--- src/rtl/sinePwmPkg.sv ---
package sinePwmPkg;

  typedef enum logic [1:0] {
    PH_START = 2'd0,
    PH_OFF   = 2'd1,
    PH_ON    = 2'd2
  } pwmPhase_t;

  // strobes from control to datapath
  typedef struct packed {
    logic latch;  // capture duty and settings
    logic clr;    // restart interval counter
    logic inc;    // advance interval counter
  } pwmStrobe_t;

endpackage

--- src/rtl/sinePwmDatapath.sv ---
module sinePwmDatapath
  import sinePwmPkg::*;
#(
  parameter int W = 12,
  localparam int LEN_W = W + 1
) (
  input  logic             clk,
  input  logic             rst,
  input  pwmStrobe_t       strobe,
  input  logic             sampleValid,
  input  logic [W-1:0]     sampleDuty,
  input  logic [W-1:0]     cfgMin,
  input  logic [W-1:0]     cfgTotal,
  output logic             cfgOk,
  output logic [LEN_W-1:0] onLen,
  output logic [LEN_W-1:0] offLen,
  output logic [LEN_W-1:0] cnt,
  output logic [W-1:0]     minLat,
  output logic [W-1:0]     dutyLat
);

  logic [W-1:0] pendDuty;
  logic [W-1:0] nextPend;
  logic [W-1:0] satDuty;
  logic [W-1:0] totLat;

  always_comb begin
    nextPend = sampleValid ? sampleDuty : pendDuty;
    satDuty  = (nextPend > cfgTotal) ? cfgTotal : nextPend;
    cfgOk    = (cfgMin != '0) && (cfgTotal > cfgMin);
  end

  always_ff @(posedge clk) begin
    if (rst) begin
      pendDuty <= '0;
    end else begin
      pendDuty <= nextPend;
    end
  end

  always_ff @(posedge clk) begin
    if (rst) begin
      minLat  <= '0;
      totLat  <= '0;
      dutyLat <= '0;
    end else if (strobe.latch) begin
      minLat  <= cfgMin;
      totLat  <= cfgTotal;
      dutyLat <= satDuty;
    end
  end

  always_comb begin
    onLen  = {1'b0, dutyLat} + {1'b0, minLat};
    offLen = {1'b0, totLat} + {1'b0, minLat} - {1'b0, dutyLat};
  end

  always_ff @(posedge clk) begin
    if (rst || strobe.clr) begin
      cnt <= '0;
    end else if (strobe.inc) begin
      cnt <= cnt + LEN_W'(1);
    end
  end

endmodule

--- src/rtl/sinePwmControl.sv ---
module sinePwmControl
  import sinePwmPkg::*;
#(
  parameter int W = 12,
  localparam int LEN_W = W + 1
) (
  input  logic             clk,
  input  logic             rst,
  input  logic             cfgOk,
  input  logic             diffEn,
  input  logic [LEN_W-1:0] onLen,
  input  logic [LEN_W-1:0] offLen,
  input  logic [LEN_W-1:0] cnt,
  output pwmStrobe_t       strobe,
  output logic             pwmOut,
  output logic             pwmOutN
);

  pwmPhase_t phase;
  pwmPhase_t phaseNext;
  logic      offDone;
  logic      onDone;

  always_comb begin
    offDone   = (cnt == offLen - LEN_W'(1));
    onDone    = (cnt == onLen - LEN_W'(1));
    strobe    = '0;
    phaseNext = phase;
    unique case (phase)
      PH_START: begin
        strobe.latch = 1'b1;
        strobe.clr   = 1'b1;
        phaseNext    = cfgOk ? PH_OFF : PH_START;
      end
      PH_OFF: begin
        if (offDone) begin
          strobe.clr = 1'b1;
          phaseNext  = PH_ON;
        end else begin
          strobe.inc = 1'b1;
        end
      end
      PH_ON: begin
        if (onDone) begin
          strobe.latch = 1'b1;
          strobe.clr   = 1'b1;
          phaseNext    = cfgOk ? PH_OFF : PH_START;
        end else begin
          strobe.inc = 1'b1;
        end
      end
      default: begin
        strobe.clr = 1'b1;
        phaseNext  = PH_START;
      end
    endcase
  end

  always_ff @(posedge clk) begin
    if (rst) phase <= PH_START;
    else     phase <= phaseNext;
  end

  assign pwmOut  = (phase == PH_ON);
  assign pwmOutN = diffEn && (phase == PH_OFF);

endmodule

--- src/rtl/sinePwmTop.sv ---
module sinePwmTop
  import sinePwmPkg::*;
#(
  parameter int W = 12,
  localparam int LEN_W = W + 1
) (
  input  logic         clk,
  input  logic         rst,
  input  logic         sampleValid,
  input  logic [W-1:0] sampleDuty,
  input  logic [W-1:0] cfgMin,
  input  logic [W-1:0] cfgTotal,
  input  logic         diffEn,
  output logic         pwmOut,
  output logic         pwmOutN
);

  pwmStrobe_t       strobe;
  logic             cfgOk;
  logic [LEN_W-1:0] onLen;
  logic [LEN_W-1:0] offLen;
  logic [LEN_W-1:0] cnt;
  logic [W-1:0]     minLat;
  logic [W-1:0]     dutyLat;

  sinePwmDatapath #(.W(W)) uDp (
    .clk(clk), .rst(rst), .strobe(strobe),
    .sampleValid(sampleValid), .sampleDuty(sampleDuty),
    .cfgMin(cfgMin), .cfgTotal(cfgTotal), .cfgOk(cfgOk),
    .onLen(onLen), .offLen(offLen), .cnt(cnt),
    .minLat(minLat), .dutyLat(dutyLat)
  );

  sinePwmControl #(.W(W)) uCtl (
    .clk(clk), .rst(rst), .cfgOk(cfgOk), .diffEn(diffEn),
    .onLen(onLen), .offLen(offLen), .cnt(cnt),
    .strobe(strobe), .pwmOut(pwmOut), .pwmOutN(pwmOutN)
  );

endmodule

--- config.mk ---
export PLATFORM = sky130hd
export DESIGN_NAME = sinePwmTop
export DESIGN_NICKNAME = d
export VERILOG_FILES = /design/src/rtl/sinePwmPkg.sv /design/src/rtl/sinePwmDatapath.sv /design/src/rtl/sinePwmControl.sv /design/src/rtl/sinePwmTop.sv
export SDC_FILE = /design/constraint.sdc
export NUM_CORES = 1
export LEC_CHECK = 0
export BUFFER_PORTS_ARGS = -buffer_cell sky130_fd_sc_hd__buf_2
export CAP_MARGIN = 10
export CORE_ASPECT_RATIO = 0.8
export CORE_MARGIN = 4
export CORE_UTILIZATION = 58
export CTS_CLUSTER_SIZE = 12
export DETAILED_ROUTE_END_ITERATION = 10
export PLACE_DENSITY = 0.76
export REMOVE_ABC_BUFFERS = 1
export SYNTH_ARGS = -nofsm -noshare
export SYNTH_HDL_FRONTEND = slang
export SYNTH_HIERARCHICAL = 1
export SYNTH_SLANG_ARGS = --single-unit
--- constraint.sdc ---
create_clock -name clk -period 6.15 [get_ports clk]
set_input_delay 0 -clock clk [delete_from_list [all_inputs] [get_ports clk]]
set_output_delay 0 -clock clk [all_outputs]
set_load 0.03 [all_outputs]
* Word-level counts from Yosys, hierarchy flattened *
Index checks and enable logic that the tools add are counted.

word-level totals
  word-level logic and storage cells = 39
  input bits = 40
  register bits after elaboration = 63

operators by class
  reduce and logical (&&, ||, !) cells = 6
  equality and inequality tests = 6
  add/sub/neg operators = 6
  $lt $le $gt $ge = 2
  mux-type cells = 13

operator list
  kind                                                                   number
  12-bit by 12-bit adder with 13-bit output                              2
  13-bit == test                                                         2
  13-bit by 1-bit subtractor with 13-bit output (second input constant)  2
  12-bit > comparator                                                    2
  12-bit two-way mux                                                     2
  13-bit by 1-bit adder with 13-bit output (second input constant)       1
  13-bit by 12-bit subtractor with 13-bit output                         1
  12-bit nonzero test                                                    1
  2-bit two-way mux                                                      3
  1-bit case mux with 2 select lines                                     3
  2-bit case mux with 3 select lines                                     1
  1-bit two-way mux                                                      4
  2-bit by 1-bit != test with 1-bit output (second input constant)       2
  2-bit by 1-bit == test with 1-bit output (second input constant)       1
  2-bit == test (second input constant)                                  1
  1-bit logical AND                                                      2
  2-bit logical NOT                                                      1
  2-bit AND reduction                                                    1
  1-bit logical OR                                                       1

* Logic depth before layout (Yosys ltp) *
  depth in word-level cells = 7
  mapped depth = 24
  mapped depth without buffers = 23

* By module *
The synthesis kept the hierarchy.

modules (own cells, without submodules)
  module           area each (um^2)  cells an instance  instances  sequential area each (um^2)
  sinePwmDatapath  4,586.9           527                1          1,221.2
  sinePwmControl   1,114.8           147                1          40.0

* Worst setup path before layout *
OpenSTA, ideal clock, no wires.

  path type = flip-flop to flip-flop
  start point = register uDp.minLat[1]
  end point = register uDp.cnt[9]
  setup time = 128 ps
  arrival = 4,734 ps
  clock period less this slack = 4,862 ps
  path slack = 1,288 ps
  stages on the path, launching flop included = 24
  data required time = 6,022 ps
  path through = dfxtp_1 > inv_1 > fa_1 > inv_1 > fa_1 > a211oi_2 > o21ai_1 > a211o_1 > a21o_1 > a21oi_1 > xnor2_1 > nor4_1 > o2111ai_1 > a32oi_1 > o221ai_2 > o2111ai_2 > a21oi_2 > nor2b_1 > clkbuf_1 > nand4_1 > nor2_1 > nand3_1 > xor2_1 > nor2_1

RTL lines
  what                    line                   RTL
  start, declared         sinePwmDatapath.sv:18  output logic [W-1:0] minLat,
  start signal, assigned  sinePwmDatapath.sv:47  minLat <= cfgMin;
  end signal, assigned    sinePwmDatapath.sv:62  cnt <= cnt + LEN_W'(1);
  end, declared           sinePwmDatapath.sv:17  output logic [LEN_W-1:0] cnt,

==> metrics.yaml <==
yosys-mux-area-fraction_pct: 9.37
synth_ff_type: "dfxtp_1"
yosysTopAreaCellShare_pct: 22.1
portBuffers: 41
syn_avg_cell_area_um2: 8.46
drcViolationCount: 0
post-route-period-util_pct: 90.5
total_power_uw: 1940
die_h_um: 96.7
cts_resized: 0
synthAdderAreaFrac_pct: 19.0
skew_ns: 0.00504
seq_area_frac_synth_pct: 22.1
synth_xor_xnor_area_share_pct: 9.22
root_buffer: "clkbuf_16"
cp-start-kind: "flip-flop"
fin_crit_ns: 5.56
synth.distinct_cells: 68
die_x_um: 119
synthTopCellsByCount: "inv_1 (95), nor2_1 (68), ha_1 (66), dfxtp_1 (63), mux2i_1 (41)"
hpwlAfterDp_mm: 10.8
slew-limit-headroom_pct: 34.9
nets: 850
ys_seq_elements: 63
clk_latency_ns: 0.33
dpl.cell_count: 819
rows: 32
async_reset_ff_share_pct: 0
critPathMaxFanout: 6
drtIter0Drc: 363
viasPerCell: 5.94
drv_slew: 0
antenna_left: 0
worstPathArrival_ns: 5.82
powerDensity_nw_per_um2: 299
finalSetupViolations: 0
ios: 42
wl_met2_mm: 6.67
maxCapViolCount: 0
cts_tree: "done"
fmax_mhz: 180
clkTransAtPathRegs_ns: 0.06
postLayoutSetupSlackWorst_ns: 0.587
drt-pass1-iter-count: 5
synth_compound_area_share_pct: 14.9
stdcell_area_um2: 6490
grt.overflow.total: 0
cts-buffers-inserted: 9
drt-met1-wl_mm: 6.79
htree_levels: 3
synth_warnings: 6
synth_most_common_cell: "inv_1"
routabilityCongestion: 0.998
cellLeakagePower_uw: 0.00304
ys_top_cells_by_area: "dfxtp_1 (22%), ha_1 (14%), mux2i_1 (7.2%)"
ir_worst_vdd_v: 0.000203
place_ws_ns: 0.635
endpoint_kind: "flip-flop"
cts_max_path_buffers: 2
wl_met3_um: 977
core_area_um2: 9610
placed_area_um2: 6000
worst_ep_required_time_ns: 6.41
yosys.area_share.simple_pct: 17.6
synth_top_family_by_area: "adder cells"
stdcell_count: 855
diodes: 0
antenna_found_initial: 0
drt-total-wl_mm: 14.8
start_util_pct: 59.3
synth_area_um2: 5700
drive_gt1_share_pct: 12.4
wl_per_cell_um: 17.3
setup_tns_ns: 0
grt_pass1_vias: 4993
synth_edf_count: 0
cts.hold.buffers_added: 20
grt_pass1_wl_mm: 24.2
dr.max_layer_used: "met4"
grt_max_degree: 41
outcome: "completed"
area_delta_synth_final_pct: 13.8
path_class: "flip-flop to flip-flop"
yosysTopAreaCell: "dfxtp_1"
cts_setup_buffers: 0
cts.sinks: 63
hold_path.class: "primary input to flip-flop"
rsz0062_at_grt: "no"
vias: 5078
worstMarginPinSlew_ns: 0.975
dieArea_um2: 11500
hold_violations: 0
grt_usage_pct: 25.9
syn_inst: 674
## area by class of cell
| type | count | area [µm²] |
|---|---|---|
| clock buffer | 10 | 229 |
| clock inverter | 6 | 61.3 |
| fill | 748 | 3120 |
| inverter | 95 | 357 |
| multi-input combinational | 497 | 4000 |
| sequential | 63 | 1260 |
| tap | 119 | 149 |
| timing repair buffer | 65 | 435 |
## through the flow
stage                     utilization (%)  hold WS, ns
after floorplan                         -       0.0716
after global placement               62.4        0.286
after detailed placement             62.4        0.297
after CTS                            67.5      0.00198
after global routing                 67.5       0.0228
final                                67.5      0.00419
## worst paths after layout
check,from,to,slack [ns],cells after the start
hold reg to reg,uCtl/phase[0]$_SDFFE_PP0P_,uCtl/phase[0]$_SDFFE_PP0P_,0.51,2
setup / recovery,uDp/minLat[1]$_SDFFE_PP0P_,uDp/cnt[11]$_SDFFE_PP0P_,0.59,22
hold / removal,cfgMin[0],uDp/minLat[0]$_SDFFE_PP0P_,0.004,3
setup reg to reg,uDp/minLat[1]$_SDFFE_PP0P_,uDp/cnt[11]$_SDFFE_PP0P_,0.59,22
## critical path, cell delays in order (launching register included)
cell       delay (ns)
dfxtp_1          0.43
inv_1            0.09
fa_1             0.54
inv_1            0.07
fa_1             0.49
a211oi_2         0.25
o21ai_1          0.11
a211o_1          0.31
a21o_1           0.19
a21oi_1          0.16
xnor2_1          0.16
nor4_1           0.36
o2111ai_1        0.21
a32oi_1          0.23
o221ai_2         0.14
o2111ai_2        0.28
a21oi_2          0.12
nor2b_1          0.38
nand4_1          0.26
nor2_1           0.29
nand3_1          0.13
xor2_1           0.16
nor2_1           0.13
## sequential cells by signal (all words and copies together) (netlist names)
name / count
uCtl/phase: 2
uDp/cnt: 13
uDp/dutyLat: 12
uDp/minLat: 12
uDp/pendDuty: 12
uDp/totLat: 12
## where the power goes
group | internal, µW | total [µW] | switching, µW
logic | 401 | 966 | 565
registers | 438 | 468 | 30.6
clock network | 312 | 507 | 195
total | 1150 | 1940 | 791
## metal layers
metal | vias up | GRT usage [%]
met3 | 33 | 6.31
met1 | 2415 | 35.0
met5 | - | 0
met2 | 186 | 40.6
li1 | 2444 | -
met4 | 0 | 8.55
## placed cells by master, fill, tap and decap left out, drive strengths merged, types with 5 or more instances in the layout
| master | instances |
|---|---|
| fa | 13 |
| buf | 45 |
| mux2i | 41 |
| dlygate4sd3 | 20 |
| xor2 | 25 |
| and3 | 6 |
| o21ai | 11 |
| nand3 | 14 |
| mux2 | 11 |
| xnor2 | 35 |
| clkbuf | 10 |
| a22oi | 23 |
| nor2b | 20 |
| nand4 | 13 |
| nor3 | 10 |
| a211oi | 5 |
| ha | 66 |
| dfxtp | 63 |
| o211ai | 6 |
| a21oi | 28 |
| or3 | 5 |
| a21o | 8 |
| nor2 | 68 |
| nand2b | 5 |
| nand2 | 21 |
| inv | 95 |
| nor4 | 9 |
## logic make-up after synthesis
kind of cell / Yosys count
AOI/OAI and AO/OA: 117
xor gates and xnor gates: 60
adders and majority gates: 79
buffers and inverters: 114
DFF: 63
muxes: 52
and+or+nand+nor: 189
Power figures use the tool's default switching activity.
